`config.mk`:
```
export PLATFORM = sky130hd
export DESIGN_NAME = vmsa_unit
export DESIGN_NICKNAME = d
export VERILOG_FILES = /design/src/rtl/vmsa_pkg.sv /design/src/rtl/vmsa_decode.sv /design/src/rtl/vmsa_elem_pick.sv /design/src/rtl/vmsa_mac_step.sv /design/src/rtl/vmsa_unit.sv
export SDC_FILE = /design/constraint.sdc
export NUM_CORES = 2
export LEC_CHECK = 0
export CAP_MARGIN = 10
export CORE_UTILIZATION = 50
export DETAILED_ROUTE_END_ITERATION = 10
export PLACE_DENSITY = 0.71
export SYNTH_ARGS = -nofsm -noshare
export SYNTH_HDL_FRONTEND = slang
export SYNTH_SLANG_ARGS = --single-unit
```
`constraint.sdc`:
```
create_clock -name clk -period 18.89 [get_ports clk]
set_input_delay 3.778 -clock clk [delete_from_list [all_inputs] [get_ports clk]]
set_output_delay 3.778 -clock clk [all_outputs]
set_load 0.02 [all_outputs]
```
`src/rtl/vmsa_pkg.sv`:
```
package vmsa_pkg;
    localparam int INSN_W     = 32;
    localparam int FIELD_W    = 5;
    localparam int IDX_W      = FIELD_W + 1;
    localparam int NUM_FIELDS = 4;
    localparam int FIELD_TOP  = INSN_W - 7;      // LSB-numbered top bit of first field
    localparam logic [IDX_W-1:0]  IDX_BASE  = IDX_W'(32);
    localparam logic [INSN_W-1:0] OPC_MASK  = 32'hFC00003F;
    localparam logic [INSN_W-1:0] OPC_MATCH = 32'h10000023;

    // field slots in the decoded index array
    localparam int F_DST = 0;
    localparam int F_SA  = 1;
    localparam int F_SB  = 2;
    localparam int F_SC  = 3;

    typedef enum logic [1:0] {
        ST_IDLE  = 2'd0,
        ST_ELEM0 = 2'd1,
        ST_ELEM1 = 2'd2,
        ST_DONE  = 2'd3
    } vmsa_state_e;
endpackage

```
`src/rtl/vmsa_decode.sv`:
```
module vmsa_decode
    import vmsa_pkg::*;
(
    input  logic [INSN_W-1:0]                   insn,
    output logic                                match,
    output logic [NUM_FIELDS-1:0][IDX_W-1:0]    idx
);
    assign match = (insn & OPC_MASK) == OPC_MATCH;

    for (genvar k = 0; k < NUM_FIELDS; k++) begin : g_field
        localparam int HI = FIELD_TOP - FIELD_W * k;
        assign idx[k] = IDX_W'(insn[HI -: FIELD_W]) + IDX_BASE;
    end
endmodule

```
`src/rtl/vmsa_elem_pick.sv`:
```
module vmsa_elem_pick #(
    parameter int ELEM_W   = 64,
    parameter int NUM_ELEM = 2,
    localparam int VEC_W   = ELEM_W * NUM_ELEM,
    localparam int SEL_W   = (NUM_ELEM > 1) ? $clog2(NUM_ELEM) : 1
) (
    input  logic [VEC_W-1:0]  vec,
    input  logic [SEL_W-1:0]  sel,
    output logic [ELEM_W-1:0] elem
);
    logic [ELEM_W-1:0] lanes [NUM_ELEM];

    // element 0 occupies the most significant lane
    for (genvar g = 0; g < NUM_ELEM; g++) begin : g_lane
        assign lanes[g] = vec[VEC_W-1-g*ELEM_W -: ELEM_W];
    end

    assign elem = lanes[sel];
endmodule

```
`src/rtl/vmsa_mac_step.sv`:
```
module vmsa_mac_step #(
    parameter int ELEM_W  = 64,
    parameter int DIGIT_W = 16,
    parameter int ACC_W   = 128,
    localparam int STEPS  = ELEM_W / DIGIT_W,
    localparam int CNT_W  = (STEPS > 1) ? $clog2(STEPS) : 1,
    localparam int PW     = ELEM_W + DIGIT_W
) (
    input  logic [ACC_W-1:0]  acc,
    input  logic [ELEM_W-1:0] mcand,
    input  logic [ELEM_W-1:0] mplier,
    input  logic [CNT_W-1:0]  digit_idx,
    output logic [ACC_W-1:0]  acc_next
);
    logic [DIGIT_W-1:0] digits [STEPS];
    logic [ACC_W-1:0]   placed [STEPS];
    logic [DIGIT_W-1:0] digit;
    logic [PW-1:0]      prod;

    for (genvar g = 0; g < STEPS; g++) begin : g_digit
        assign digits[g] = mplier[g*DIGIT_W +: DIGIT_W];
    end

    assign digit = digits[digit_idx];
    assign prod  = {{DIGIT_W{1'b0}}, mcand} * {{ELEM_W{1'b0}}, digit};

    for (genvar g = 0; g < STEPS; g++) begin : g_place
        logic [ACC_W-1:0] ext;
        assign ext       = {{(ACC_W-PW){1'b0}}, prod};
        assign placed[g] = ext << (g * DIGIT_W);
    end

    // wraps modulo 2^ACC_W by width
    assign acc_next = acc + placed[digit_idx];
endmodule

```
`src/rtl/vmsa_unit.sv`:
```
module vmsa_unit
    import vmsa_pkg::*;
#(
    parameter int ELEM_W  = 64,
    parameter int DIGIT_W = 16
) (
    input  logic                  clk,
    input  logic                  rst_n,
    input  logic                  in_valid,
    output logic                  in_ready,
    input  logic [INSN_W-1:0]     insn,
    input  logic                  vec_en,
    input  logic [2*ELEM_W-1:0]   src_a,
    input  logic [2*ELEM_W-1:0]   src_b,
    input  logic [2*ELEM_W-1:0]   src_c,
    output logic                  out_valid,
    input  logic                  out_ready,
    output logic [2*ELEM_W-1:0]   out_result,
    output logic [IDX_W-1:0]      out_dst,
    output logic [IDX_W-1:0]      out_src_a,
    output logic [IDX_W-1:0]      out_src_b,
    output logic [IDX_W-1:0]      out_src_c,
    output logic                  out_illegal,
    output logic                  out_vec_unavail
);
    localparam int VEC_W = 2 * ELEM_W;
    localparam int STEPS = ELEM_W / DIGIT_W;
    localparam int CNT_W = (STEPS > 1) ? $clog2(STEPS) : 1;
    localparam logic [CNT_W-1:0] LAST = CNT_W'(STEPS - 1);

    vmsa_state_e state_q, state_d;

    logic                             dec_match;
    logic [NUM_FIELDS-1:0][IDX_W-1:0] dec_idx;
    logic [NUM_FIELDS-1:0][IDX_W-1:0] idx_q;
    logic [VEC_W-1:0]                 a_q, b_q, acc_q, acc_nx;
    logic [CNT_W-1:0]                 cnt_q;
    logic                             ill_q, unav_q;
    logic [ELEM_W-1:0]                lane_a, lane_b;
    logic                             lane_sel;
    logic                             accept, step_last, go_compute;

    vmsa_decode u_dec (
        .insn  (insn),
        .match (dec_match),
        .idx   (dec_idx)
    );

    assign lane_sel = (state_q == ST_ELEM1);

    vmsa_elem_pick #(.ELEM_W(ELEM_W), .NUM_ELEM(2)) u_pick_a (
        .vec  (a_q),
        .sel  (lane_sel),
        .elem (lane_a)
    );

    vmsa_elem_pick #(.ELEM_W(ELEM_W), .NUM_ELEM(2)) u_pick_b (
        .vec  (b_q),
        .sel  (lane_sel),
        .elem (lane_b)
    );

    vmsa_mac_step #(.ELEM_W(ELEM_W), .DIGIT_W(DIGIT_W), .ACC_W(VEC_W)) u_mac (
        .acc       (acc_q),
        .mcand     (lane_a),
        .mplier    (lane_b),
        .digit_idx (cnt_q),
        .acc_next  (acc_nx)
    );

    assign accept     = in_valid && (state_q == ST_IDLE);
    assign go_compute = dec_match && vec_en;
    assign step_last  = (cnt_q == LAST);

    // next-state selection
    always_comb begin
        state_d = state_q;
        unique case (state_q)
            ST_IDLE:  if (in_valid)  state_d = go_compute ? ST_ELEM0 : ST_DONE;
            ST_ELEM0: if (step_last) state_d = ST_ELEM1;
            ST_ELEM1: if (step_last) state_d = ST_DONE;
            ST_DONE:  if (out_ready) state_d = ST_IDLE;
        endcase
    end

    // state register
    always_ff @(posedge clk or negedge rst_n) begin
        if (!rst_n) state_q <= ST_IDLE;
        else        state_q <= state_d;
    end

    // datapath and output registers
    always_ff @(posedge clk or negedge rst_n) begin
        if (!rst_n) begin
            a_q    <= '0;
            b_q    <= '0;
            acc_q  <= '0;
            cnt_q  <= '0;
            idx_q  <= '0;
            ill_q  <= 1'b0;
            unav_q <= 1'b0;
        end else begin
            unique case (state_q)
                ST_IDLE: begin
                    if (accept) begin
                        a_q    <= src_a;
                        b_q    <= src_b;
                        acc_q  <= go_compute ? src_c : '0;
                        cnt_q  <= '0;
                        idx_q  <= dec_idx;
                        ill_q  <= !dec_match;
                        unav_q <= dec_match && !vec_en;
                    end
                end
                ST_ELEM0, ST_ELEM1: begin
                    acc_q <= acc_nx;
                    cnt_q <= step_last ? '0 : cnt_q + 1'b1;
                end
                ST_DONE: begin
                    cnt_q <= '0;
                end
            endcase
        end
    end

    assign in_ready        = (state_q == ST_IDLE);
    assign out_valid       = (state_q == ST_DONE);
    assign out_result      = acc_q;
    assign out_dst         = idx_q[F_DST];
    assign out_src_a       = idx_q[F_SA];
    assign out_src_b       = idx_q[F_SB];
    assign out_src_c       = idx_q[F_SC];
    assign out_illegal     = ill_q;
    assign out_vec_unavail = unav_q;
endmodule

```
==> impl_metrics.json <==
{
  "start_util": 0.506,
  "die_w_um": 345,
  "first_iter_violations": 4229,
  "maxCapViolations": 0,
  "netlist_instances": 6696,
  "cp-end-kind": "flip-flop",
  "grt_pass1_wl_mm": 322,
  "dp_hpwl_mm": 169,
  "yosysWarnings": 0,
  "synth_seq_area_share": 0.174,
  "cts_resized": 0,
  "route.detailed.drc": 0,
  "grt_max_degree": 121,
  "ys_ff_latch": 411,
  "cts_buffers": 49,
  "overflow": 0,
  "cts_tree": "yes",
  "worstSkewPairLatency_ns": 0.68,
  "netlist_area_mm2": 0.0590,
  "top_layer_used": "met5",
  "synthArstFlopShare": 1.00,
  "nFillCells": 10326,
  "num_rows": 125,
  "crit_path_top_delay_cell": "xor2_1",
  "max_freq_mhz": 67.4,
  "yosys.area.top_type": "fa_1",
  "fin_setup_tns_ns": 0,
  "layout-drive-gt1-share": 0.0819,
  "io_pins": 577,
  "synth_area_leaders": "fa_1 29%, dfrtp_1 17%, mux2_2 6.7%",
  "fin_skew_ns": 0.0379,
  "fin_crit_sh": 0.785,
  "wl_met3_mm": 15.8,
  "whs_path_depth": 1,
  "nets": 8586,
  "worst-setup-path-type": "flip-flop to flip-flop",
  "hold_class": "flip-flop to flip-flop",
  "slowest_delay_ns": 0.77,
  "hold_violations": 0,
  "crit_top_cell": "fa_1",
  "syn_nets": 8268,
  "synth_area_per_cell_um2": 8.81,
  "via_count": 50729,
  "gp_congestion": 1.02,
  "startpoint_type": "flip-flop",
  "antenna_left": 0,
  "final_max_slew_viol_count": 0,
  "synth_cell_types": 85,
  "finalCriticalPeriod_ns": 14.84,
  "max-slew-margin-rel": 0.126,
  "io_buffers": 576,
  "crit_path_max_fanout": 31,
  "rsz0062_at_grt": "no",
  "drt-total-wl_mm": 209,
  "worst_pin_slew_ns": 1.27,
  "yosysTopAreaCellShare": 0.294,
  "holdBufCountCts": 0,
  "synth_enable_flop_cells": 0,
  "wl_met2_mm": 98.4,
  "cts_setup_buffers": 0,
  "coreArea_mm2": 0.117,
  "clock-sinks": 411,
  "cp.required_ns": 19.45,
  "antenna_found_initial": 8,
  "synth_flop_cell": "dfrtp_1",
  "met1Wirelength_mm": 83.7,
  "cts_root_buffer": "clkbuf_16",
  "vias_per_cell": 5.91,
  "path_clk_slew_ns": 0.06,
  "grt_pass1_vias": 53286,
  "drt-wirelength-per-cell_um": 24.3,
  "worstPathArrival_ns": 15.40,
  "finalSetupViolations": 0,
  "clockBufferDepth": 3,
  "r2r.worst_path.cells": 41,
  "status": "finished clean",
  "die_y_um": 345,
  "drtPass1Iterations": 8,
  "htree_num_levels": 2,
  "grtUsageTotal": 0.353,
  "syn_to_final_growth_pct": 14.7,
  "die-area_mm2": 0.119
}
## cell usage after synthesis (all sizes together) (37+ instances only)
master and number:
nor2 649, a31oi 37, nand3 43, a21o 119
and2 50, nand4 78, a21oi 384, o21ai 236
mux2i 90, fa 867, ha 284, o21bai 52
xnor2 123, buf 40, mux2 353, inv 979
clkbuf 320, a221oi 70, nand2 1035, xor2 69
dfrtp 411, a22oi 41
## critical path, delay by kind of cell (launching register included)
family | cells | cell delay (ns)
XOR/XNOR | 2 | 0.93
multiplexers | 1 | 0.61
buffers and inverters | 4 | 0.77
flip-flops | 1 | 0.41
AND/OR/NAND/NOR | 11 | 2.54
AO/OA/AOI/OAI | 14 | 4.89
adder cells (fa/ha/maj) | 9 | 4.51
## path summary, 6_finish.rpt
check | startpoint | end | slack (ns)
min in group asynchronous | rst_n | out_src_a[2]$_DFFE_PN0P_ | 3.20
min reg2reg | b_q[122]$_DFFE_PN0P_ | b_q[122]$_DFFE_PN0P_ | 0.50
min | b_q[122]$_DFFE_PN0P_ | b_q[122]$_DFFE_PN0P_ | 0.50
max | state_q[0]$_DFFE_PN0P_ | out_result[105]$_DFFE_PN0P_ | 4.05
max reg2reg | state_q[0]$_DFFE_PN0P_ | out_result[105]$_DFFE_PN0P_ | 4.05
max in group asynchronous | rst_n | out_result[78]$_DFFE_PN0P_ | 12.72
## cells in the final DEF, fill, tap and decap left out, drive strengths merged, types with 69 or more instances in the layout
cell type      count
nand2           1035
inv              983
fa               867
nor2             649
clkdlybuf4s50    575
dfrtp            411
a21oi            384
mux2             353
ha               284
o21ai            236
xnor2            123
a21o             119
mux2i             90
nand4             78
a221oi            70
xor2              69
## flip-flops by register name, indices dropped and copies added, names as in the netlist
signal / flops
out_src_c: 5
cnt_q: 2
out_src_b: 6
out_result: 128
out_dst: 5
a_q: 128
b_q: 128
out_src_a: 5
out_vec_unavail: 1
out_illegal: 1
state_q: 2
## routing by layer
layer,up-vias,track usage
li1,22318,-
met1,25547,0.463
met2,2342,0.579
met3,520,0.0541
met4,2,0.156
met5,-,0
## per-stage QoR
stage                     instance area [µm²]  setup slack (ns)  hold WS [ns]  cells  utilization
after floorplan                         59000              7.15         0.474   6696            -
after global placement                  65800              4.16         0.477   8487        0.565
after detailed placement                65800              4.34         0.487   8487        0.565
after CTS                               67600              4.27         0.501   8578        0.580
after global routing                    67600              3.60         0.517   8585        0.580
final                                   67600              4.05         0.501   8588        0.580
## kinds of logic after synthesis
kind of cell / synth area share
AND/OR/NAND/NOR: 0.142
XOR/XNOR: 0.0285
flip-flops: 0.174
multiplexers: 0.0949
AO/OA/AOI/OAI: 0.120
buffers and inverters: 0.0859
adder cells (fa/ha/maj): 0.354
## layout make-up
type / count / area (µm²) / share of cell area
Multi-Input combinational cell: 4945 / 43700 / 0.647
Sequential cell: 411 / 10300 / 0.152
Timing Repair Buffer: 627 / 6170 / 0.0912
Inverter: 980 / 3680 / 0.0544
Tap cell: 1524 / 1910 / 0.0282
Clock buffer: 63 / 1350 / 0.0199
Clock inverter: 28 / 478 / 0.00707
Antenna cell: 10 / 25.0 / 0.000370
Power is not shown: default switching activity piles up to over one toggle a cycle in this logic, so the estimate is an artifact.
